--- config.mk ---
export PLATFORM = sky130hd
export DESIGN_NAME = ddr2_init_seq
export DESIGN_NICKNAME = d
export VERILOG_FILES = /design/src/rtl/ddr2_init_pkg.sv /design/src/rtl/ddr2_wait_timer.sv /design/src/rtl/ddr2_cmd_drive.sv /design/src/rtl/ddr2_step_table.sv /design/src/rtl/ddr2_init_seq.sv
export SDC_FILE = /design/constraint.sdc
export NUM_CORES = 1
export LEC_CHECK = 0
export ABC_AREA = 1
export BUFFER_PORTS_ARGS = -buffer_cell sky130_fd_sc_hd__buf_4
export CORE_MARGIN = 1.5
export CORE_UTILIZATION = 59
export DETAILED_ROUTE_END_ITERATION = 10
export PLACE_DENSITY_LB_ADDON = 0.05
export SETUP_SLACK_MARGIN = 0.3
export SYNTH_ARGS = -nofsm -noshare
export SYNTH_HDL_FRONTEND = slang
export SYNTH_SLANG_ARGS = --single-unit
--- constraint.sdc ---
create_clock -name clk -period 2.8 [get_ports clk]
set_clock_uncertainty 0.05 [all_clocks]
set_input_delay 0.14 -clock clk [delete_from_list [all_inputs] [get_ports clk]]
set_output_delay 0.14 -clock clk [all_outputs]
set_load 0.02 [all_outputs]
--- src/rtl/ddr2_init_pkg.sv ---
package ddr2_init_pkg;

  typedef enum logic [2:0] {
    C_NOP, C_PREA, C_REF, C_MRS, C_ACT, C_READ
  } cmd_e;

  typedef struct packed {
    cmd_e        cmd;
    logic [1:0]  ba;
    logic [12:0] a;
  } cmd_t;

  localparam cmd_t NOP_CMD = '{cmd: C_NOP, ba: 2'b00, a: 13'b0};

  typedef enum logic [4:0] {
    ST_CKE, ST_PRE1, ST_EMR2, ST_EMR3, ST_EMR1, ST_MR_DLL, ST_PRE2,
    ST_REF1, ST_REF2, ST_MR, ST_OCD_DFLT, ST_OCD_EXIT, ST_ACT,
    ST_RD1, ST_RD2, ST_RD3, ST_PRE3, ST_DONE
  } step_e;

  // Rounded-up conversion of a picosecond interval, never below 2 cycles.
  function automatic int ps_to_cyc(input int t_ps, input int tck_ps);
    int c;
    c = (t_ps + tck_ps - 1) / tck_ps;
    return (c < 2) ? 2 : c;
  endfunction

  function automatic logic [12:0] mr_word(input int cl, input int wr,
                                          input bit seq, input bit dll_rst);
    logic [12:0] w;
    w = '0;
    w[2:0]  = 3'b011;
    w[3]    = ~seq;
    w[6:4]  = 3'(cl);
    w[8]    = dll_rst;
    w[11:9] = 3'(wr - 1);
    return w;
  endfunction

  function automatic logic [12:0] emr1_word(input int al, input int rtt,
                                            input bit full, input bit diff,
                                            input bit ocd_dflt);
    logic [12:0] w;
    w = '0;
    w[1]   = ~full;
    w[2]   = (rtt == 75) || (rtt == 50);
    w[6]   = (rtt == 150) || (rtt == 50);
    w[5:3] = 3'(al);
    w[9:7] = ocd_dflt ? 3'b111 : 3'b000;
    w[10]  = ~diff;
    return w;
  endfunction

endpackage

--- src/rtl/ddr2_wait_timer.sv ---
module ddr2_wait_timer #(
  parameter int W = 16
) (
  input  logic         clk,
  input  logic         rst_n,
  input  logic         load_i,
  input  logic [W-1:0] load_val_i,
  output logic         zero_o
);
  logic [W-1:0] cnt_q;

  always_ff @(posedge clk or negedge rst_n) begin
    if (!rst_n)              cnt_q <= '0;
    else if (load_i)         cnt_q <= load_val_i;
    else if (cnt_q != '0)    cnt_q <= cnt_q - 1'b1;
  end

  assign zero_o = (cnt_q == '0);
endmodule

--- src/rtl/ddr2_cmd_drive.sv ---
module ddr2_cmd_drive import ddr2_init_pkg::*; #(
  parameter int ADDR_W = 14,
  parameter int BA_W   = 3
) (
  input  logic              clk,
  input  logic              rst_n,
  input  cmd_t              cmd_i,
  input  logic              cke_i,
  output logic              cke_o,
  output logic              cs_n_o,
  output logic              ras_n_o,
  output logic              cas_n_o,
  output logic              we_n_o,
  output logic [BA_W-1:0]   ba_o,
  output logic [ADDR_W-1:0] addr_o
);
  logic [3:0]        pins_d;
  logic [ADDR_W-1:0] addr_d;

  always_comb begin
    addr_d = ADDR_W'(cmd_i.a);
    unique case (cmd_i.cmd)
      C_PREA: begin pins_d = 4'b0010; addr_d[10] = 1'b1; end
      C_REF:  pins_d = 4'b0001;
      C_MRS:  pins_d = 4'b0000;
      C_ACT:  pins_d = 4'b0011;
      C_READ: begin pins_d = 4'b0101; addr_d[10] = 1'b0; end
      default: pins_d = 4'b0111;
    endcase
  end

  always_ff @(posedge clk or negedge rst_n) begin
    if (!rst_n) begin
      cke_o <= 1'b0;
      {cs_n_o, ras_n_o, cas_n_o, we_n_o} <= 4'b0111;
      ba_o   <= '0;
      addr_o <= '0;
    end else begin
      cke_o <= cke_i;
      {cs_n_o, ras_n_o, cas_n_o, we_n_o} <= pins_d;
      ba_o   <= BA_W'(cmd_i.ba);
      addr_o <= addr_d;
    end
  end
endmodule

--- src/rtl/ddr2_step_table.sv ---
module ddr2_step_table import ddr2_init_pkg::*; #(
  parameter int WAIT_W     = 16,
  parameter int CAS_LAT    = 5,
  parameter int ADD_LAT    = 0,
  parameter int WR_CYC     = 2,
  parameter bit SEQ_BURST  = 1'b1,
  parameter int RTT_OHM    = 75,
  parameter bit FULL_DRIVE = 1'b1,
  parameter bit DIFF_DQS   = 1'b1,
  parameter int XPR_CYC    = 50,
  parameter int RPA_CYC    = 4,
  parameter int RFC_CYC    = 41,
  parameter int RCD_CYC    = 3,
  parameter int MRD_CYC    = 2,
  parameter int LOCK_CYC   = 200,
  parameter int DRAIN_CYC  = 9
) (
  input  step_e             step_i,
  output cmd_t              cmd_o,
  output logic [WAIT_W-1:0] gap_o
);
  localparam logic [12:0] MR_RST   = mr_word(CAS_LAT, WR_CYC, SEQ_BURST, 1'b1);
  localparam logic [12:0] MR_RUN   = mr_word(CAS_LAT, WR_CYC, SEQ_BURST, 1'b0);
  localparam logic [12:0] EMR_RUN  = emr1_word(ADD_LAT, RTT_OHM, FULL_DRIVE, DIFF_DQS, 1'b0);
  localparam logic [12:0] EMR_DFLT = emr1_word(ADD_LAT, RTT_OHM, FULL_DRIVE, DIFF_DQS, 1'b1);

  always_comb begin
    cmd_o = NOP_CMD;
    gap_o = WAIT_W'(1);
    unique case (step_i)
      ST_CKE:      gap_o = WAIT_W'(XPR_CYC);
      ST_PRE1,
      ST_PRE2,
      ST_PRE3:     begin cmd_o.cmd = C_PREA; gap_o = WAIT_W'(RPA_CYC); end
      ST_EMR2:     begin cmd_o = '{cmd: C_MRS, ba: 2'd2, a: 13'b0}; gap_o = WAIT_W'(MRD_CYC); end
      ST_EMR3:     begin cmd_o = '{cmd: C_MRS, ba: 2'd3, a: 13'b0}; gap_o = WAIT_W'(MRD_CYC); end
      ST_EMR1:     begin cmd_o = '{cmd: C_MRS, ba: 2'd1, a: EMR_RUN}; gap_o = WAIT_W'(MRD_CYC); end
      ST_MR_DLL:   begin cmd_o = '{cmd: C_MRS, ba: 2'd0, a: MR_RST}; gap_o = WAIT_W'(MRD_CYC); end
      ST_REF1,
      ST_REF2:     begin cmd_o.cmd = C_REF; gap_o = WAIT_W'(RFC_CYC); end
      ST_MR:       begin cmd_o = '{cmd: C_MRS, ba: 2'd0, a: MR_RUN}; gap_o = WAIT_W'(MRD_CYC); end
      ST_OCD_DFLT: begin cmd_o = '{cmd: C_MRS, ba: 2'd1, a: EMR_DFLT}; gap_o = WAIT_W'(MRD_CYC); end
      ST_OCD_EXIT: begin cmd_o = '{cmd: C_MRS, ba: 2'd1, a: EMR_RUN}; gap_o = WAIT_W'(LOCK_CYC); end
      ST_ACT:      begin cmd_o.cmd = C_ACT; gap_o = WAIT_W'(RCD_CYC); end
      ST_RD1:      begin cmd_o.cmd = C_READ; gap_o = WAIT_W'(4); end
      ST_RD2:      begin cmd_o.cmd = C_READ; gap_o = WAIT_W'(8); end
      ST_RD3:      begin cmd_o.cmd = C_READ; gap_o = WAIT_W'(DRAIN_CYC); end
      default:     gap_o = WAIT_W'(1);
    endcase
  end
endmodule

--- src/rtl/ddr2_init_seq.sv ---
module ddr2_init_seq import ddr2_init_pkg::*; #(
  parameter int TCK_PS       = 8000,
  parameter int TRPA_PS      = 25000,
  parameter int TRFC_PS      = 327000,
  parameter int TRCD_PS      = 20000,
  parameter int TXPR_PS      = 400000,
  parameter int POWERUP_PS   = 200000000,
  parameter int TMRD_CYC     = 2,
  parameter int DLL_LOCK_CYC = 200,
  parameter int CAS_LAT      = 5,
  parameter int ADD_LAT      = 0,
  parameter int WR_CYC       = 2,
  parameter bit SEQ_BURST    = 1'b1,
  parameter int RTT_OHM      = 75,
  parameter bit FULL_DRIVE   = 1'b1,
  parameter bit DIFF_DQS     = 1'b1,
  parameter bit SIM_MODE     = 1'b0,
  parameter int SIM_WAIT     = 16,
  parameter bit BYPASS       = 1'b0,
  parameter int ADDR_W       = 14,
  parameter int BA_W         = 3
) (
  input  logic              clk,
  input  logic              rst_n,
  input  logic              init_start_i,
  output logic              init_complete_o,
  output logic              cke_o,
  output logic              cs_n_o,
  output logic              ras_n_o,
  output logic              cas_n_o,
  output logic              we_n_o,
  output logic [BA_W-1:0]   ba_o,
  output logic [ADDR_W-1:0] addr_o
);
  localparam int PWRUP_CYC = SIM_MODE ? SIM_WAIT : ps_to_cyc(POWERUP_PS, TCK_PS);
  localparam int LOCK_CYC  = SIM_MODE ? SIM_WAIT : DLL_LOCK_CYC;
  localparam int XPR_CYC   = ps_to_cyc(TXPR_PS, TCK_PS);
  localparam int RPA_CYC   = ps_to_cyc(TRPA_PS, TCK_PS);
  localparam int RFC_CYC   = ps_to_cyc(TRFC_PS, TCK_PS);
  localparam int RCD_CYC   = ps_to_cyc(TRCD_PS, TCK_PS);
  localparam int MRD_CYC   = (TMRD_CYC < 2) ? 2 : TMRD_CYC;
  localparam int DRAIN_CYC = CAS_LAT + ADD_LAT + 4;
  localparam int WAIT_W    = $clog2(PWRUP_CYC + LOCK_CYC + XPR_CYC + RPA_CYC + RFC_CYC
                                    + RCD_CYC + MRD_CYC + DRAIN_CYC) + 1;

  step_e             step_q;
  logic              busy_q, done_q, cke_q;
  logic              tmr_zero, tmr_load, issue, start_go;
  logic [WAIT_W-1:0] tmr_val, step_gap;
  cmd_t              step_cmd, bus_cmd;

  assign start_go = !busy_q && !done_q && init_start_i;
  assign issue    = busy_q && tmr_zero;
  assign tmr_load = (start_go && !BYPASS) || issue;
  assign tmr_val  = start_go ? WAIT_W'(PWRUP_CYC - 1) : (step_gap - WAIT_W'(1));
  assign bus_cmd  = issue ? step_cmd : NOP_CMD;

  always_ff @(posedge clk or negedge rst_n) begin
    if (!rst_n) begin
      busy_q <= 1'b0;
      done_q <= 1'b0;
      cke_q  <= 1'b0;
      step_q <= ST_CKE;
    end else if (start_go) begin
      if (BYPASS) begin
        done_q <= 1'b1;
      end else begin
        busy_q <= 1'b1;
        step_q <= ST_CKE;
      end
    end else if (issue) begin
      if (step_q == ST_CKE) cke_q <= 1'b1;
      if (step_q == ST_DONE) begin
        busy_q <= 1'b0;
        done_q <= 1'b1;
      end else begin
        step_q <= step_e'(step_q + 1'b1);
      end
    end
  end

  assign init_complete_o = done_q;

  ddr2_wait_timer #(.W(WAIT_W)) u_timer (
    .clk(clk), .rst_n(rst_n), .load_i(tmr_load), .load_val_i(tmr_val), .zero_o(tmr_zero)
  );

  ddr2_step_table #(
    .WAIT_W(WAIT_W), .CAS_LAT(CAS_LAT), .ADD_LAT(ADD_LAT), .WR_CYC(WR_CYC),
    .SEQ_BURST(SEQ_BURST), .RTT_OHM(RTT_OHM), .FULL_DRIVE(FULL_DRIVE), .DIFF_DQS(DIFF_DQS),
    .XPR_CYC(XPR_CYC), .RPA_CYC(RPA_CYC), .RFC_CYC(RFC_CYC), .RCD_CYC(RCD_CYC),
    .MRD_CYC(MRD_CYC), .LOCK_CYC(LOCK_CYC), .DRAIN_CYC(DRAIN_CYC)
  ) u_table (
    .step_i(step_q), .cmd_o(step_cmd), .gap_o(step_gap)
  );

  ddr2_cmd_drive #(.ADDR_W(ADDR_W), .BA_W(BA_W)) u_drive (
    .clk(clk), .rst_n(rst_n), .cmd_i(bus_cmd), .cke_i(cke_q || (issue && step_q == ST_CKE)),
    .cke_o(cke_o), .cs_n_o(cs_n_o), .ras_n_o(ras_n_o), .cas_n_o(cas_n_o), .we_n_o(we_n_o),
    .ba_o(ba_o), .addr_o(addr_o)
  );
endmodule

==> flow_summary.ini <==
[yosys]
synth_seq_area_share = 0.375
synthXorXnorAreaFrac = 0.0399
synth_top_family_by_area = simple AND/OR/NAND/NOR gates
syn_inst = 306
ys_ff_latch = 36
netlist_area_um2 = 2410
muxShareOfSynthArea = 0
yosysWarnings = 0
synthDistinctLibCells = 39
synth-compound-area-share = 0.103
synth-adder-area-share = 0.0467
avgSynthCellArea_um2 = 7.88
synthSimpleGateAreaFrac = 0.317

[route]
avgRoutedWirePerCell_um = 14.6
drcViolationCount = 0
drtPass1Iterations = 5
final_antenna_net_count = 0
dr_total_vias = 2111
viasPerCell = 5.34
routed_wl_mm = 5.79
drt_iter0_drc = 138

[floorplanning]
die_area_um2 = 4480
ios = 26
start_util = 0.607
die_w_um = 66.9
die_h_um = 66.9
core_area_um2 = 3970
num_rows = 23

[cts]
clock_sinks = 36
cts_tree = yes
clock_latency_ps = 300
cts.reportedPaths.clkPinSlew_ps = 80
clk_path_buf_depth = 2
cts_root_buf = clkbuf_8
htreeDepth = 2
cts_made_buffers = 5

[power_and_ir_drop]
pwr_density_cell_nw_per_um2 = 498
p_total_mw = 1.45
p_leak_nw = 1.40
ir_drop_uv = 295

[global_route]
antenna_found_initial = 0
first_global_vias = 1890
overflow = 0
grt_pass1_wl_mm = 8.80
grt_start_max_net_pins = 37
gr-usage-all-layers = 0.265

[final_layout]
layout_common_cells = nand2_1 (55), buf_4 (38), nor2_1 (33)
fillers = 298
num_antenna_cells = 0
layout_commonest_cell = nand2_1
layoutNonFillerInstCount = 395
nets = 356
syn_to_final_growth_pct = 20.3
final_util = 0.731
final_design_area_no_fill_um2 = 2900
drive_above_1_share = 0.336

[critical_path]
cp-start-kind = register
crit_path_frequent_cell = nor2_4
crit_path_max_incr_delay_ps = 450
critPathMaxFanout = 5
crit_slowest_cell = dfrtp_2
path_cells = inv_2 > ha_4 > nand2_4 > nor2_4 > nor2_4 > nand3_4 > nor2_4 > nand2_2 > o21ai_2 > inv_2 > ha_4 > nand2_4 > nor2_4 > nand2_2 > inv_4 > ha_4 > nor2_2 > o21a_1
critical_path_class = register to register
critPathArrivalTime_ps = 2630
reg2reg_depth = 18
required_ps = 2950
crit_path_end_kind = register

[timing]
holdWs_ps = 122
worst_slack_ps = 315
setup_viol = 0
final.period_utilization = 0.888
max_freq_ghz = 0.402
hold_viol = 0
slew_viol_final = 0
setup_tns_ps = 0
rsz0062_at_grt = true
period_minus_slack_ps = 2490

[place]
place.detailed.hpwl_mm = 3.85
placed_area_um2 = 2550
portBuffers = 18
post-place-ws_ps = 162
placedCellCount = 369
gp_congestion = 0.937

[hold_path]
min_path_cells = 3
worstHoldPathType = input pin to register

[status]
status = finished, final reports clean

[job]
drv_cap = 0
[synth_stat cells, drive strengths merged]
library cell,n,area [µm²]
a211oi,2,15.0
a21oi,21,120
a22o,1,8.76
buf,15,111
clkinv,3,13.8
conb,1,3.75
dfrtp,33,826
dfstp,3,78.8
ha,9,113
inv,41,156
nand2,68,290
nand3,19,118
nand4,6,37.5
nor2,49,264
nor3,5,41.3
nor3b,1,7.51
o21a,1,7.51
o21ai,12,67.6
o21bai,2,15.0
o31ai,2,15.0
or2,1,6.26
xnor2,3,26.3
xor2,8,70.1
[registers in the layout, indices dropped and copies added, names as in the netlist, 2 cells and up]
signal	cells
u_timer.cnt_q	16
u_drive.ba_o	2
u_drive.addr_o	6
step_q	5
[repair_timing]
item	4_1_cts	5_1_grt
resized for setup	10	24
pin swaps	5	18
endpoints found under the setup margin	2	2
hold buffers	1	0
setup buffers	4	13
endpoints found under the hold margin	33	0
[cell type report]
type / count / area (µm²) / share of cell area
Sequential cell: 36 / 911 / 0.314
Tap cell: 50 / 62.6 / 0.0216
Inverter: 44 / 173 / 0.0595
Multi-Input combinational cell: 218 / 1370 / 0.472
Clock buffer: 8 / 90.1 / 0.0310
Timing Repair Buffer: 39 / 295 / 0.102
[cell families after synthesis]
logic type               after synthesis
AND/OR/NAND/NOR                      149
buffers and inverters                 59
AO/OA/AOI/OAI                         41
flip-flops                            36
XOR/XNOR                              11
adder cells (fa/ha/maj)                9
other                                  1
[power by group]
part	switching, mW	total, mW	leakage [nW]	internal (mW)
clock network	0.190	0.390	0.0455	0.201
logic	0.232	0.414	0.917	0.182
registers	0.0636	0.641	0.435	0.577
total	0.485	1.45	1.40	0.960
[metal layers]
layer / GRT usage / part of all wire / vias to the layer above
met3: 0.0608 / 0.064 / 14
met4: 0.107 / 0.020 / 0
li1: - / - / 1022
met2: 0.391 / 0.46 / 91
met1: 0.374 / 0.46 / 984
met5: 0 / 0 / -
[worst paths after layout]
path	startpoint	slack, ps	end
max	step_q[1]	310	u_timer.cnt_q[6]
min	init_start_i	120	busy_q
max reg2reg	step_q[1]	310	u_timer.cnt_q[6]
min reg2reg	cke_q	430	u_drive.cke_o
max in group asynchronous	rst_n	2060	u_drive.we_n_o
min in group asynchronous	rst_n	280	u_drive.cke_o
[worst max-delay path: cells and delay by family, from the launching register on]
family / cells / cell delay (ps)
compound gates: 2 / 350
fa+ha+maj: 3 / 600
buf+inv: 3 / 190
flops: 1 / 450
simple gates: 10 / 740
Note: power is estimated with default switching activity, not from simulation.
